--- config.mk ---
export PLATFORM = sky130hd
export DESIGN_NAME = msi_remap_xlate
export DESIGN_NICKNAME = d
export VERILOG_FILES = /design/src/rtl/msi_remap_pkg.sv /design/src/rtl/msi_req_decode.sv /design/src/rtl/msi_msg_build.sv /design/src/rtl/msi_remap_ctrl.sv /design/src/rtl/msi_remap_xlate.sv
export SDC_FILE = /design/constraint.sdc
export NUM_CORES = 1
export LEC_CHECK = 0
export CAP_MARGIN = 20
export CORE_ASPECT_RATIO = 1.1
export CORE_MARGIN = 2
export CORE_UTILIZATION = 60
export CTS_CLUSTER_SIZE = 40
export DETAILED_ROUTE_END_ITERATION = 16
export DONT_BUFFER_PORTS = 1
export HOLD_SLACK_MARGIN = 0.12
export PLACE_DENSITY = 0.78
export SLEW_MARGIN = 15
export SYNTH_ARGS = -nofsm -noshare
export SYNTH_HDL_FRONTEND = slang
export SYNTH_HIERARCHICAL = 1
export SYNTH_SLANG_ARGS = --single-unit
--- constraint.sdc ---
create_clock -name clk -period 3.3 [get_ports clk]
set_input_delay 0.99 -clock clk [delete_from_list [all_inputs] [get_ports clk]]
set_output_delay 0.99 -clock clk [all_outputs]
set_load 0.005 [all_outputs]
--- src/rtl/msi_remap_pkg.sv ---
package msi_remap_pkg;
  localparam int ADDR_W   = 64;
  localparam int DATA_W   = 32;
  localparam int LOIDX_W  = 15;
  localparam int IDX_W    = LOIDX_W + 1;
  localparam int SUB_W    = 16;
  localparam int DEST_W   = 32;
  localparam int VEC_W    = 8;
  localparam int DLV_W    = 3;
  localparam logic [11:0] MSI_HEAD = 12'hFEE;

  // Field positions of a remappable request address
  localparam int A_LOIDX_LSB = 5;
  localparam int A_FMT       = 4;
  localparam int A_SHV       = 3;
  localparam int A_HIIDX     = 2;

  typedef enum logic [1:0] {
    CLS_PASS  = 2'd0,
    CLS_ERR   = 2'd1,
    CLS_REMAP = 2'd2
  } req_cls_e;

  typedef struct packed {
    logic [DEST_W-1:0] dest;
    logic [VEC_W-1:0]  vector;
    logic [DLV_W-1:0]  dlv_mode;
    logic              trig;
    logic              dest_mode;
    logic              redir;
  } entry_t;

  typedef enum logic [1:0] {
    ST_IDLE  = 2'd0,
    ST_LKREQ = 2'd1,
    ST_LKWT  = 2'd2,
    ST_OUT   = 2'd3
  } ctrl_st_e;
endpackage

--- src/rtl/msi_req_decode.sv ---
module msi_req_decode
  import msi_remap_pkg::*;
(
  input  logic              enable,
  input  logic [ADDR_W-1:0] addr,
  input  logic [DATA_W-1:0] data,
  output req_cls_e          cls,
  output logic [IDX_W-1:0]  index,
  output logic [1:0]        low_bits
);
  logic              upper_nz;
  logic              head_bad;
  logic              remap_fmt;
  logic              sub_valid;
  logic              data_rsvd_nz;
  logic [IDX_W-1:0]  base_idx;
  logic [IDX_W-1:0]  sub_add;

  assign upper_nz     = |addr[ADDR_W-1:32];
  assign head_bad     = addr[31:20] != MSI_HEAD;
  assign remap_fmt    = addr[A_FMT];
  assign sub_valid    = addr[A_SHV];
  assign data_rsvd_nz = |data[DATA_W-1:SUB_W];
  assign base_idx     = {addr[A_HIIDX], addr[A_LOIDX_LSB +: LOIDX_W]};
  assign sub_add      = sub_valid ? data[SUB_W-1:0] : '0;
  assign index        = base_idx + sub_add;
  assign low_bits     = addr[1:0];

  always_comb begin
    if (!enable)                          cls = CLS_PASS;
    else if (upper_nz || head_bad)        cls = CLS_ERR;
    else if (!remap_fmt)                  cls = CLS_PASS;
    else if (sub_valid && data_rsvd_nz)   cls = CLS_ERR;
    else                                  cls = CLS_REMAP;
  end
endmodule

--- src/rtl/msi_msg_build.sv ---
module msi_msg_build
  import msi_remap_pkg::*;
(
  input  entry_t            ent,
  input  logic [1:0]        low_bits,
  output logic [ADDR_W-1:0] addr,
  output logic [DATA_W-1:0] data
);
  always_comb begin
    addr          = '0;
    addr[63:40]   = ent.dest[DEST_W-1:8];
    addr[31:20]   = MSI_HEAD;
    addr[19:12]   = ent.dest[7:0];
    addr[3]       = ent.redir;
    addr[2]       = ent.dest_mode;
    addr[1:0]     = low_bits;

    data          = '0;
    data[7:0]     = ent.vector;
    data[10:8]    = ent.dlv_mode;
    data[14]      = 1'b1;
    data[15]      = ent.trig;
  end
endmodule

--- src/rtl/msi_remap_ctrl.sv ---
module msi_remap_ctrl
  import msi_remap_pkg::*;
(
  input  logic              clk,
  input  logic              rst_n,
  input  logic              in_valid,
  output logic              in_ready,
  input  logic [ADDR_W-1:0] in_addr,
  input  logic [DATA_W-1:0] in_data,
  input  req_cls_e          dec_cls,
  input  logic [IDX_W-1:0]  dec_index,
  input  logic [1:0]        dec_low,
  output logic              lk_valid,
  input  logic              lk_ready,
  output logic [IDX_W-1:0]  lk_index,
  input  logic              rsp_valid,
  input  logic              rsp_fault,
  input  logic [ADDR_W-1:0] built_addr,
  input  logic [DATA_W-1:0] built_data,
  output logic [1:0]        held_low,
  output logic              res_valid,
  input  logic              res_ready,
  output logic [ADDR_W-1:0] res_addr,
  output logic [DATA_W-1:0] res_data,
  output logic              res_err
);
  ctrl_st_e          st;
  logic [IDX_W-1:0]  idx_q;
  logic [1:0]        low_q;

  assign in_ready  = st == ST_IDLE;
  assign lk_valid  = st == ST_LKREQ;
  assign res_valid = st == ST_OUT;
  assign lk_index  = idx_q;
  assign held_low  = low_q;

  always_ff @(posedge clk or negedge rst_n) begin
    if (!rst_n) begin
      st       <= ST_IDLE;
      idx_q    <= '0;
      low_q    <= '0;
      res_addr <= '0;
      res_data <= '0;
      res_err  <= 1'b0;
    end else begin
      unique case (st)
        ST_IDLE: if (in_valid) begin
          unique case (dec_cls)
            CLS_PASS: begin
              res_addr <= in_addr;
              res_data <= in_data;
              res_err  <= 1'b0;
              st       <= ST_OUT;
            end
            CLS_ERR: begin
              res_addr <= '0;
              res_data <= '0;
              res_err  <= 1'b1;
              st       <= ST_OUT;
            end
            default: begin
              idx_q <= dec_index;
              low_q <= dec_low;
              st    <= ST_LKREQ;
            end
          endcase
        end
        ST_LKREQ: if (lk_ready) st <= ST_LKWT;
        ST_LKWT: if (rsp_valid) begin
          if (rsp_fault) begin
            res_addr <= '0;
            res_data <= '0;
            res_err  <= 1'b1;
          end else begin
            res_addr <= built_addr;
            res_data <= built_data;
            res_err  <= 1'b0;
          end
          st <= ST_OUT;
        end
        default: if (res_ready) st <= ST_IDLE;
      endcase
    end
  end
endmodule

--- src/rtl/msi_remap_xlate.sv ---
module msi_remap_xlate
  import msi_remap_pkg::*;
(
  input  logic        clk,
  input  logic        rst_n,
  input  logic        remap_on,
  input  logic        in_valid,
  output logic        in_ready,
  input  logic [63:0] in_addr,
  input  logic [31:0] in_data,
  output logic        ent_req_valid,
  input  logic        ent_req_ready,
  output logic [15:0] ent_req_index,
  input  logic        ent_valid,
  input  logic        ent_fault,
  input  logic [31:0] ent_dest,
  input  logic [7:0]  ent_vector,
  input  logic [2:0]  ent_dlv_mode,
  input  logic        ent_trig,
  input  logic        ent_dest_mode,
  input  logic        ent_redir,
  output logic        res_valid,
  input  logic        res_ready,
  output logic [63:0] res_addr,
  output logic [31:0] res_data,
  output logic        res_err
);
  req_cls_e          cls;
  logic [IDX_W-1:0]  dec_index;
  logic [1:0]        dec_low;
  logic [1:0]        held_low;
  entry_t            ent;
  logic [ADDR_W-1:0] built_addr;
  logic [DATA_W-1:0] built_data;

  assign ent = '{dest: ent_dest, vector: ent_vector, dlv_mode: ent_dlv_mode,
                 trig: ent_trig, dest_mode: ent_dest_mode, redir: ent_redir};

  msi_req_decode u_dec (
    .enable   (remap_on),
    .addr     (in_addr),
    .data     (in_data),
    .cls      (cls),
    .index    (dec_index),
    .low_bits (dec_low)
  );

  msi_msg_build u_bld (
    .ent      (ent),
    .low_bits (held_low),
    .addr     (built_addr),
    .data     (built_data)
  );

  msi_remap_ctrl u_ctl (
    .clk        (clk),
    .rst_n      (rst_n),
    .in_valid   (in_valid),
    .in_ready   (in_ready),
    .in_addr    (in_addr),
    .in_data    (in_data),
    .dec_cls    (cls),
    .dec_index  (dec_index),
    .dec_low    (dec_low),
    .lk_valid   (ent_req_valid),
    .lk_ready   (ent_req_ready),
    .lk_index   (ent_req_index),
    .rsp_valid  (ent_valid),
    .rsp_fault  (ent_fault),
    .built_addr (built_addr),
    .built_data (built_data),
    .held_low   (held_low),
    .res_valid  (res_valid),
    .res_ready  (res_ready),
    .res_addr   (res_addr),
    .res_data   (res_data),
    .res_err    (res_err)
  );
endmodule

==> metrics.txt <==
Worst VDD drop 0.000520 V; Pre-antenna DRT Iters 5; final hold violation count 0; Synth Register Bits 117; cells along the critical path and2_1 -> ha_1 -> fa_1 -> a21o_1 -> a221oi_2 -> o21bai_2 -> buf_4 -> nor4b_1 -> nor3_1 -> mux2_2; Crit. End Element flop; max-cap violations 0; Port Buf Inserts 0; CP required 3600 ps; unrepaired setup endpoints after global routing false; Area Overhead vs Synth 3.87%; Seq/Total Area, Yosys 38.8%; clock buffer depth 2; CTS tree done; Routed WL 17800 µm; Worst path max stage delay 470 ps; layout cells sized above 1 29.3%; Buf+Inv Stages, Crit Path 1; number of synthesized flops with an enable pin 0; GRT Total Usage 26.2%; initial antenna violation count 0; met2 usage 45.5%; Die Y 122 µm; Final Skew 3.91 ps; clock latency on the worst-skew pair 420 ps; I/O Pins 266; yosys warns 6; GR Overflow Total 0; cell family with most CP delay adder cells; Die ar. 13500 µm²; DR vias/cell 6.58; cell area after synthesis 7540 µm²; Top FF cell, synth dfrtp_1; Gate Count Post-Synth 644; crit path from in_addr[3]; die width 111 µm; busiest grt layer met2; Inserted Clock Buffers 17; max-slew violations 0; Syn Area/Cell 11.7 µm²; run status complete, no violations; # hold bufs at CTS 0; Detail Route Antenna Nets 0; CP Launch Type input port; final setup vio count 0; GR Util met3 8.26%; reg2reg start u_ctl/st[0]; Final nets 753; final critical-path share of the clock period 89.4%; Least-Margin Pin Slew 951 ps; vias in the first global route 5217; Hold Crit Class in -> async; Final HPWL DP 12500 µm; Setup TNS 0 ps; Core Rows 42; Core ar. 12100 µm²; CP max-delay cell fa_1; antenna cells 0; asr flop ratio synth 100%; Post-CTS Setup Inserts 0; initial DRC count 355; post-CTS resize count 0; Worst Setup Path Type in -> reg; H-tree levels 4; largest net degree at the start of global routing 118; Static Leak 3.59 nW; clock sinks 117; minimum clock period 2950 ps; final RePlAce weighted congestion 0.906; Root Buffer clkbuf_16; Max-slew headroom 34.9%; power per cell area 893 nW/µm²; Cells after DPL 715; register clock-pin slew on the reported worst setup and hold paths 60 ps; CP arrival 3250 ps; Yosys cell types 53; wire per inst 23.8 µm; Final Non-Filler Cells 747; cell area after layout 7830 µm²; DRC 0; first-pass GRT wire length 27500 µm; placed instance area 7200 µm²; initial cell density of the core 62.1%; met1 track demand over resource 29.6%; crit path max fanout 19; Vias 4912; Max Fclk 339 MHz
[final timing paths]
path,to,slack (ps),depth (start not counted)
worst max-delay path,u_ctl/lk_index[10],350,10
worst min-delay path,u_ctl/lk_index[4],260,0
worst max register to register,u_ctl/res_err,1040,6
worst min register to register,u_ctl/held_low[1],510,1
max in group asynchronous,u_ctl/held_low[0],2830,0
min in group clk,u_ctl/held_low[1],510,1
[stage by stage]
step	hold WS, ps	util, %	power (mW)	worst slack (ps)
after global routing	242	64.5	7.33	213
after floorplan	481	-	4.49	52.8
final	264	64.5	6.99	350
after global placement	489	59.3	4.89	38.8
after detailed placement	499	59.3	5.03	-29.4
after CTS	242	64.5	7.03	377
[registers in the layout, indices dropped and copies added, names as in the netlist]
| register | cells |
|---|---|
| u_ctl/res_addr | 64 |
| u_ctl/res_data | 32 |
| u_ctl/lk_index | 16 |
| u_ctl/held_low | 2 |
| u_ctl/st | 2 |
| u_ctl/res_err | 1 |
[layer usage]
layer	up-vias	wire, µm
li1	2184	-
met1	2442	6710
met2	248	9070
met3	38	1430
met4	0	555
met5	-	0
[cell families after synthesis]
kind of cell               share of synthesized area (%)
AOI/OAI and AO/OA                                   16.5
xor gates and xnor gates                            1.39
adders and majority gates                           3.92
buffers and inverters                               13.3
DFF                                                 38.8
muxes                                               19.2
other                                             0.0996
and+or+nand+nor                                     6.72
[power by group]
group          total [mW]  switching (mW)  internal, mW  leakage, nW
clock                1.96           0.663          1.30        0.305
combinational        2.71            1.22          1.49         1.75
sequential           2.32           0.399          1.92         1.53
[cell type report]
cell class	count	area, µm²
fillers	897	4310
multi-input cells	419	3800
flip-flops and latches	117	2930
clock buffers	19	453
repair buffers	18	248
well taps	154	193
clock inverters	13	180
inverters	7	26.3
[cell usage after synthesis, types with 3 or more instances]
cell | number | area (µm²)
dfrtp_1 | 117 | 2930
buf_4 | 99 | 743
a32o_1 | 96 | 961
mux2_2 | 85 | 957
mux2_4 | 30 | 450
clkbuf_1 | 28 | 105
ha_1 | 22 | 275
and2_1 | 15 | 93.8
buf_2 | 14 | 70.1
a21oi_1 | 13 | 65.1
nand2_1 | 11 | 41.3
nor4_1 | 10 | 62.6
xnor2_1 | 7 | 61.3
inv_1 | 6 | 22.5
nand3_1 | 6 | 30.0
nor3_1 | 6 | 30.0
a21o_1 | 5 | 37.5
buf_6 | 5 | 56.3
nand4_1 | 5 | 31.3
nor2b_1 | 5 | 31.3
nor4b_1 | 5 | 43.8
o21ai_0 | 5 | 25.0
xor2_1 | 5 | 43.8
mux2i_1 | 4 | 40.0
nor2_1 | 3 | 11.3
o21bai_1 | 3 | 22.5
[placed cells by master (no fill, tap or decap), types with 10 or more instances in the layout]
cell type  instances
mux2_4            30
ha_1              22
mux2_2            85
and2_1            15
conb_1            48
dfrtp_1          117
nand2_1           11
nor4_1            10
a21oi_1           13
a32o_1            96
clkbuf_16         17
Note: power is estimated with default switching activity, not from simulation.
